<file path="src/rtl/mic_pkg.sv">
package mic_pkg;
    localparam int ADDR_W = 12;
    localparam int DATA_W = 32;
    localparam int ID_W   = 10;

    localparam logic [ID_W-1:0] ID_NONE = 10'd1023;
    localparam int PRIV_SRC = 5;

    // global view
    localparam logic [ADDR_W-1:0] OFS_CTRL   = 12'h000;
    localparam logic [ADDR_W-1:0] OFS_EN_SET = 12'h030;
    localparam logic [ADDR_W-1:0] OFS_EN_CLR = 12'h034;
    // per-processor view
    localparam logic [ADDR_W-1:0] OFS_ACK     = 12'h044;
    localparam logic [ADDR_W-1:0] OFS_MSK_SET = 12'h048;
    localparam logic [ADDR_W-1:0] OFS_MSK_CLR = 12'h04C;

    typedef enum logic [2:0] {
        OP_IDLE, OP_EN_SET, OP_EN_CLR, OP_MSK_SET, OP_MSK_CLR, OP_ROUTE_WR
    } wr_op_e;

    typedef enum logic [1:0] {
        RD_ZERO, RD_CTRL, RD_ACK, RD_ROUTE
    } rd_sel_e;

    typedef struct packed {
        wr_op_e          op;
        logic [ID_W-1:0] idx;
        logic            idx_ok;
    } wr_cmd_t;

    function automatic logic is_route_ofs(input logic [ADDR_W-1:0] a);
        return (a[11:8] == 4'h1) && (a[1:0] == 2'b00);
    endfunction

    function automatic wr_op_e decode_wr(input logic loc, input logic [ADDR_W-1:0] a);
        if (loc) begin
            if (a == OFS_MSK_SET) return OP_MSK_SET;
            if (a == OFS_MSK_CLR) return OP_MSK_CLR;
        end else begin
            if (a == OFS_EN_SET) return OP_EN_SET;
            if (a == OFS_EN_CLR) return OP_EN_CLR;
            if (is_route_ofs(a)) return OP_ROUTE_WR;
        end
        return OP_IDLE;
    endfunction

    function automatic rd_sel_e decode_rd(input logic loc, input logic [ADDR_W-1:0] a);
        if (loc) begin
            if (a == OFS_ACK) return RD_ACK;
        end else begin
            if (a == OFS_CTRL) return RD_CTRL;
            if (is_route_ofs(a)) return RD_ROUTE;
        end
        return RD_ZERO;
    endfunction
endpackage

</file>
<file path="src/rtl/mic_decode.sv">
module mic_decode
    import mic_pkg::*;
#(
    parameter int NUM_SRC = 32
) (
    input  logic              we,
    input  logic              loc,
    input  logic [ADDR_W-1:0] addr,
    input  logic [DATA_W-1:0] wdata,
    output wr_cmd_t           cmd,
    output rd_sel_e           rsel,
    output logic [ID_W-1:0]   ridx
);
    localparam int HI_W = DATA_W - ID_W;

    wr_op_e          op;
    logic [ID_W-1:0] route_idx;
    logic [ID_W-1:0] num_idx;
    logic            num_ok;

    always_comb begin
        op        = we ? decode_wr(loc, addr) : OP_IDLE;
        route_idx = {{(ID_W-6){1'b0}}, addr[7:2]};
        num_idx   = wdata[ID_W-1:0];
        num_ok    = (wdata[DATA_W-1:ID_W] == HI_W'(0)) && (num_idx < ID_W'(NUM_SRC));

        cmd.op = op;
        if (op == OP_ROUTE_WR) begin
            cmd.idx    = route_idx;
            cmd.idx_ok = route_idx < ID_W'(NUM_SRC);
        end else begin
            cmd.idx    = num_idx;
            cmd.idx_ok = num_ok;
        end

        rsel = decode_rd(loc, addr);
        ridx = route_idx;
    end
endmodule

</file>
<file path="src/rtl/mic_regs.sv">
module mic_regs
    import mic_pkg::*;
#(
    parameter int NUM_SRC = 32,
    parameter int NUM_CPU = 4,
    parameter int CPU_W   = 2
) (
    input  logic                             clk,
    input  logic                             rst,
    input  wr_cmd_t                          cmd,
    input  logic [CPU_W-1:0]                 cpu_sel,
    input  logic [NUM_CPU-1:0]               route_data,
    output logic [NUM_SRC-1:0]               en_q,
    output logic [NUM_CPU-1:0][NUM_SRC-1:0]  msk_q,
    output logic [NUM_SRC-1:0][NUM_CPU-1:0]  route_q
);
    for (genvar s = 0; s < NUM_SRC; s++) begin : g_src
        logic hit;
        assign hit = cmd.idx_ok && (cmd.idx == ID_W'(s));

        always_ff @(posedge clk) begin
            if (rst) begin
                en_q[s] <= 1'b0;
            end else if (hit && cmd.op == OP_EN_SET) begin
                en_q[s] <= 1'b1;
            end else if (hit && cmd.op == OP_EN_CLR) begin
                en_q[s] <= 1'b0;
            end
        end

        always_ff @(posedge clk) begin
            if (rst) begin
                route_q[s] <= NUM_CPU'(1);
            end else if (hit && cmd.op == OP_ROUTE_WR) begin
                route_q[s] <= route_data;
            end
        end

        for (genvar c = 0; c < NUM_CPU; c++) begin : g_cpu
            logic mine;
            assign mine = hit && (cpu_sel == CPU_W'(c));

            always_ff @(posedge clk) begin
                if (rst) begin
                    msk_q[c][s] <= 1'b1;
                end else if (mine && cmd.op == OP_MSK_SET) begin
                    msk_q[c][s] <= 1'b1;
                end else if (mine && cmd.op == OP_MSK_CLR) begin
                    msk_q[c][s] <= 1'b0;
                end
            end
        end
    end
endmodule

</file>
<file path="src/rtl/mic_pick.sv">
module mic_pick
    import mic_pkg::*;
#(
    parameter int N = 32
) (
    input  logic [N-1:0]    vec,
    output logic            found,
    output logic [ID_W-1:0] idx
);
    // lowest index wins: scan downwards so the last hit is the smallest
    always_comb begin
        found = 1'b0;
        idx   = ID_NONE;
        for (int i = N - 1; i >= 0; i--) begin
            if (vec[i]) begin
                found = 1'b1;
                idx   = ID_W'(i);
            end
        end
    end
endmodule

</file>
<file path="src/rtl/mcpu_irq_core.sv">
module mcpu_irq_core
    import mic_pkg::*;
#(
    parameter int NUM_SRC = 32,
    parameter int NUM_CPU = 4,
    localparam int CPU_W  = (NUM_CPU > 1) ? $clog2(NUM_CPU) : 1
) (
    input  logic               clk,
    input  logic               rst,
    input  logic [CPU_W-1:0]   bus_cpu,
    input  logic               bus_local,
    input  logic [11:0]        bus_addr,
    input  logic               bus_we,
    input  logic               bus_re,
    input  logic [31:0]        bus_wdata,
    output logic [31:0]        bus_rdata,
    input  logic [NUM_SRC-1:0] src_in,
    input  logic [NUM_CPU-1:0] priv_in,
    output logic [NUM_CPU-1:0] irq_o
);
    localparam int SRC_W = (NUM_SRC > 1) ? $clog2(NUM_SRC) : 1;

    wr_cmd_t                            cmd;
    rd_sel_e                            rsel;
    logic [ID_W-1:0]                    ridx;
    logic [NUM_SRC-1:0]                 en_q;
    logic [NUM_CPU-1:0][NUM_SRC-1:0]    msk_q;
    logic [NUM_SRC-1:0][NUM_CPU-1:0]    route_q;
    logic [NUM_CPU-1:0][NUM_SRC-1:0]    qual;
    logic [NUM_CPU-1:0][ID_W-1:0]       ack_id;
    logic                               unused_priv_line;

    assign unused_priv_line = src_in[PRIV_SRC];

    mic_decode #(.NUM_SRC(NUM_SRC)) dec_i (
        .we    (bus_we),
        .loc   (bus_local),
        .addr  (bus_addr),
        .wdata (bus_wdata),
        .cmd   (cmd),
        .rsel  (rsel),
        .ridx  (ridx)
    );

    mic_regs #(.NUM_SRC(NUM_SRC), .NUM_CPU(NUM_CPU), .CPU_W(CPU_W)) regs_i (
        .clk        (clk),
        .rst        (rst),
        .cmd        (cmd),
        .cpu_sel    (bus_cpu),
        .route_data (bus_wdata[NUM_CPU-1:0]),
        .en_q       (en_q),
        .msk_q      (msk_q),
        .route_q    (route_q)
    );

    for (genvar c = 0; c < NUM_CPU; c++) begin : g_cpu
        for (genvar s = 0; s < NUM_SRC; s++) begin : g_src
            if (s == PRIV_SRC) begin : g_priv
                assign qual[c][s] = priv_in[c] & ~msk_q[c][s];
            end else begin : g_glob
                assign qual[c][s] = src_in[s] & en_q[s] & route_q[s][c] & ~msk_q[c][s];
            end
        end

        mic_pick #(.N(NUM_SRC)) pick_i (
            .vec   (qual[c]),
            .found (irq_o[c]),
            .idx   (ack_id[c])
        );
    end

    always_ff @(posedge clk) begin
        if (rst) begin
            bus_rdata <= '0;
        end else if (bus_re) begin
            unique case (rsel)
                RD_CTRL:  bus_rdata <= {20'b0, ID_W'(NUM_SRC), 2'b00};
                RD_ACK:   bus_rdata <= {22'b0, ack_id[bus_cpu]};
                RD_ROUTE: bus_rdata <= (ridx < ID_W'(NUM_SRC))
                                     ? DATA_W'(route_q[ridx[SRC_W-1:0]]) : '0;
                default:  bus_rdata <= '0;
            endcase
        end
    end
endmodule

</file>
<file path="config.mk">
export PLATFORM = sky130hd
export DESIGN_NAME = mcpu_irq_core
export DESIGN_NICKNAME = d
export VERILOG_FILES = /design/src/rtl/mic_pkg.sv /design/src/rtl/mic_decode.sv /design/src/rtl/mic_regs.sv /design/src/rtl/mic_pick.sv /design/src/rtl/mcpu_irq_core.sv
export SDC_FILE = /design/constraint.sdc
export NUM_CORES = 1
export LEC_CHECK = 0
export ABC_AREA = 1
export BUFFER_PORTS_ARGS = -buffer_cell sky130_fd_sc_hd__buf_4
export CAP_MARGIN = 20
export CORE_ASPECT_RATIO = 1.1
export CORE_UTILIZATION = 50
export DETAILED_ROUTE_END_ITERATION = 16
export PLACE_DENSITY_LB_ADDON = 0.05
export SETUP_SLACK_MARGIN = 0.4
export SLEW_MARGIN = 20
export SYNTH_ARGS = -nofsm -noshare
export SYNTH_HDL_FRONTEND = slang
export SYNTH_SLANG_ARGS = --single-unit
</file>
<file path="constraint.sdc">
create_clock -name clk -period 6.5 [get_ports clk]
set_input_delay 0.65 -clock clk [delete_from_list [all_inputs] [get_ports clk]]
set_output_delay 0.65 -clock clk [all_outputs]
set_load 0.05 [all_outputs]
</file>
==> impl_metrics.json <==
{
  "ant_nets": 0,
  "max_freq_mhz": 224,
  "synthXorXnorAreaFrac_pct": 0,
  "synth_top_family_by_area": "compound AO/OA/AOI/OAI gates",
  "tightest_slew_ns": 1.26,
  "async_reset_ff_share_pct": 0,
  "rr_startpoint": "regs_i.en_q[30]",
  "fin_ws_ns": 2.05,
  "ys_top_cells_by_area": "dfxtp_1 (37%), nand2_1 (12%), o211ai_1 (7.6%)",
  "slew_viol_final": 0,
  "design_area_sq_mm": 0.0177,
  "cts_hold_buf": 0,
  "outcome": "completed",
  "crit_path_start_kind": "input pin",
  "power.density_mw_per_mm2": 223,
  "drive_gt1_share_pct": 12.2,
  "power.total_mw": 3.94,
  "drt_iter0_drc": 1771,
  "synth_cell_types": 48,
  "wl_mm": 60.7,
  "dp_hpwl_mm": 41.4,
  "synth-compound-area-share_pct": 26.3,
  "drc": 0,
  "cp_slowest_cell": "nor2_8",
  "period_needed_ns": 4.45,
  "die_x_um": 171,
  "fin_crit_sh_pct": 68.5,
  "arrival_ns": 4.81,
  "numCtsBuffers": 34,
  "fin_nets": 2399,
  "crit_chain": "buf_4, nor2_1, inv_2, nor3_1, inv_1, nor2_1, nor2_1, o31ai_1, nand2_1, clkinv_1, nand2_4, nor2_8, inv_2, o21ai_1, nand2_1, nor2_1, inv_2, buf_4, nor2_4, nand2_1, o21ai_0, o211ai_1",
  "place_area_sq_mm": 0.0166,
  "place.gp.congestion": 0.974,
  "cts_tree": "done",
  "synth_cells": 2276,
  "ctsLongestPathBuffers": 3,
  "synth_flop_cell": "dfxtp_1",
  "critical_path.top_delay_family": "simple AND/OR/NAND/NOR gates",
  "multiInputGateArea_sq_mm": 0.00813,
  "skew_ns": 0.00704,
  "top_level_ports": 123,
  "yosysWarnings": 0,
  "synthSimpleGateAreaFrac_pct": 24.4,
  "core_sq_mm": 0.0308,
  "worstPathMaxFanout": 33,
  "critPathBufInv": 7,
  "syn-cell-area_sq_mm": 0.0158,
  "critPathMaxStageDelay_ns": 0.68,
  "ctsResizeCount": 0,
  "synth_edf_count": 0,
  "yosys.area.top_type_share_pct": 37.3,
  "syn2layout_area_growth_pct": 12.2,
  "leakagePower_nw": 6.74,
  "grt_pass1_vias": 14900,
  "hold_violations": 0,
  "vias": 16100,
  "finalSetupViolations": 0,
  "synth-seq-area-share_pct": 37.3,
  "antenna_found_initial": 0,
  "rows": 67,
  "reg2regPathDepth": 37,
  "post-place-ws_ns": 1.56,
  "start_util_pct": 51.3,
  "grt_max_degree": 88,
  "regArea_sq_mm": 0.00589,
  "finalSetupTns_ns": 0,
  "crit_path_end_kind": "register",
  "hold_path_class": "input pin to register",
  "path_class": "input pin to register",
  "synth_most_common_cell": "nand2_1",
  "dr.pass1.iters": 8,
  "die-area_sq_mm": 0.0323,
  "grt_overflow": 0,
  "synth_seq_cells": 294,
  "cap_violations": 0,
  "ir_drop_uv": 206,
  "synthTopCellsByCount": "nand2_1 (488), dfxtp_1 (294), inv_1 (284), o21ai_0 (210), o211ai_1 (160)",
  "hold_ws_ns": 0.424,
  "regToRegSetupSlack_ns": 3.16,
  "root_buffer": "clkbuf_16",
  "slew_headroom_pct": 15.2,
  "clkLatencyLatePin_ns": 0.52,
  "grt_use_total_pct": 37.7,
  "muxShareOfSynthArea_pct": 0,
  "yosys.area.top_type": "dfxtp_1",
  "grt_pass1_wl_mm": 90.2,
  "syn_area_per_cell_sq_um": 6.93,
  "viasPerCell": 5.87,
  "crit_required_ns": 6.85,
  "hold_end": "regs_i.route_q[64]",
  "nFillCells": 3006,
  "cts.sinks": 294,
  "rsz0062_at_grt": "false",
  "min_from": "bus_wdata[0]",
  "wl_per_cell_um": 22.1,
  "hold_path_depth": 3,
  "cpMostUsedCell": "nor2_1",
  "htreeDepth": 2,
  "io_buffers": 99,
  "cts.clk_slew.worst_paths_ns": 0.06,
  "r2r_end": "bus_rdata[0]",
  "cts_setup_buffers": 0,
  "die_h_um": 188,
  "synthAdderAreaFrac_pct": 0
}
[metrics by stage]
stage               instances  utilization (%)
floorplan                2297                -
global placement         2688             54.0
detailed placement       2689             54.1
CTS                      2743             57.4
global route             2744             57.5
finish                   2745             57.5
[worst reg2reg max path: cells and delay by family (launching register included)]
| kind | cells | cell delay, ns |
|---|---|---|
| DFF | 1 | 0.38 |
| AOI/OAI and AO/OA | 2 | 0.14 |
| and+or+nand+nor | 35 | 2.67 |
[cell usage in the layout (no fill, tap or decap), types with 8 or more instances in the layout]
cell type,count
a21oi_1,153
a221oi_1,10
buf_4,116
clkbuf_1,9
clkbuf_16,35
conb_1,22
dfxtp_1,294
inv_1,282
inv_2,34
nand2_1,486
nand2_2,26
nand3_1,26
nor2_1,107
nor2_4,32
nor2_8,8
nor3_1,109
nor4_1,19
o211ai_1,160
o21ai_0,210
o21ai_1,41
o22ai_1,38
o31ai_1,36
[state kept, by name, indices dropped and copies added, names as in the netlist]
name	flops
bus_rdata	7
regs_i.en_q	31
regs_i.msk_q	128
regs_i.route_q	128
[worst max-delay path by stage]
stage / start / endpoint / slack (ns) / depth (start not counted)
after floorplan: bus_addr[6] / regs_i.en_q[12] / 3.48 / 22
after global placement: bus_addr[6] / regs_i.route_q[66] / 1.65 / 25
after detailed placement: bus_addr[7] / regs_i.msk_q[50] / 1.56 / 22
after CTS: bus_addr[7] / regs_i.route_q[65] / 2.10 / 25
after global routing: bus_addr[7] / regs_i.route_q[65] / 1.66 / 25
final: bus_addr[6] / regs_i.msk_q[17] / 2.05 / 22
[where the power goes]
part / switching, mW / internal [mW]
registers: 0.00109 / 1.80
clock network: 0.757 / 1.06
logic: 0.250 / 0.0696
[kinds of logic after synthesis]
group | count (synthesis)
simple gates | 834
flops | 294
compound gates | 687
buf+inv | 460
other cells | 1
[layout make-up]
cell class / count / share of cell area (%)
Antenna cell: 1 / 0.0141
Sequential cell: 294 / 33.3
Timing Repair Buffer: 118 / 5.19
Inverter: 321 / 6.87
Clock buffer: 51 / 5.68
Tap cell: 414 / 2.93
Multi-Input combinational cell: 1543 / 45.9
Clock inverter: 3 / 0.127
[routing by layer]
metal | wire length (um) | track usage [%] | vias up | part of all wire [%]
met3 | 5420 | 5.80 | 119 | 8.9
met1 | 25300 | 51.2 | 7580 | 42
li1 | - | - | 7707 | -
met5 | 0 | 0 | - | 0
met2 | 27500 | 59.8 | 709 | 45
met4 | 2440 | 14.4 | 0 | 4.0
Note: power is estimated with default switching activity, not from simulation.
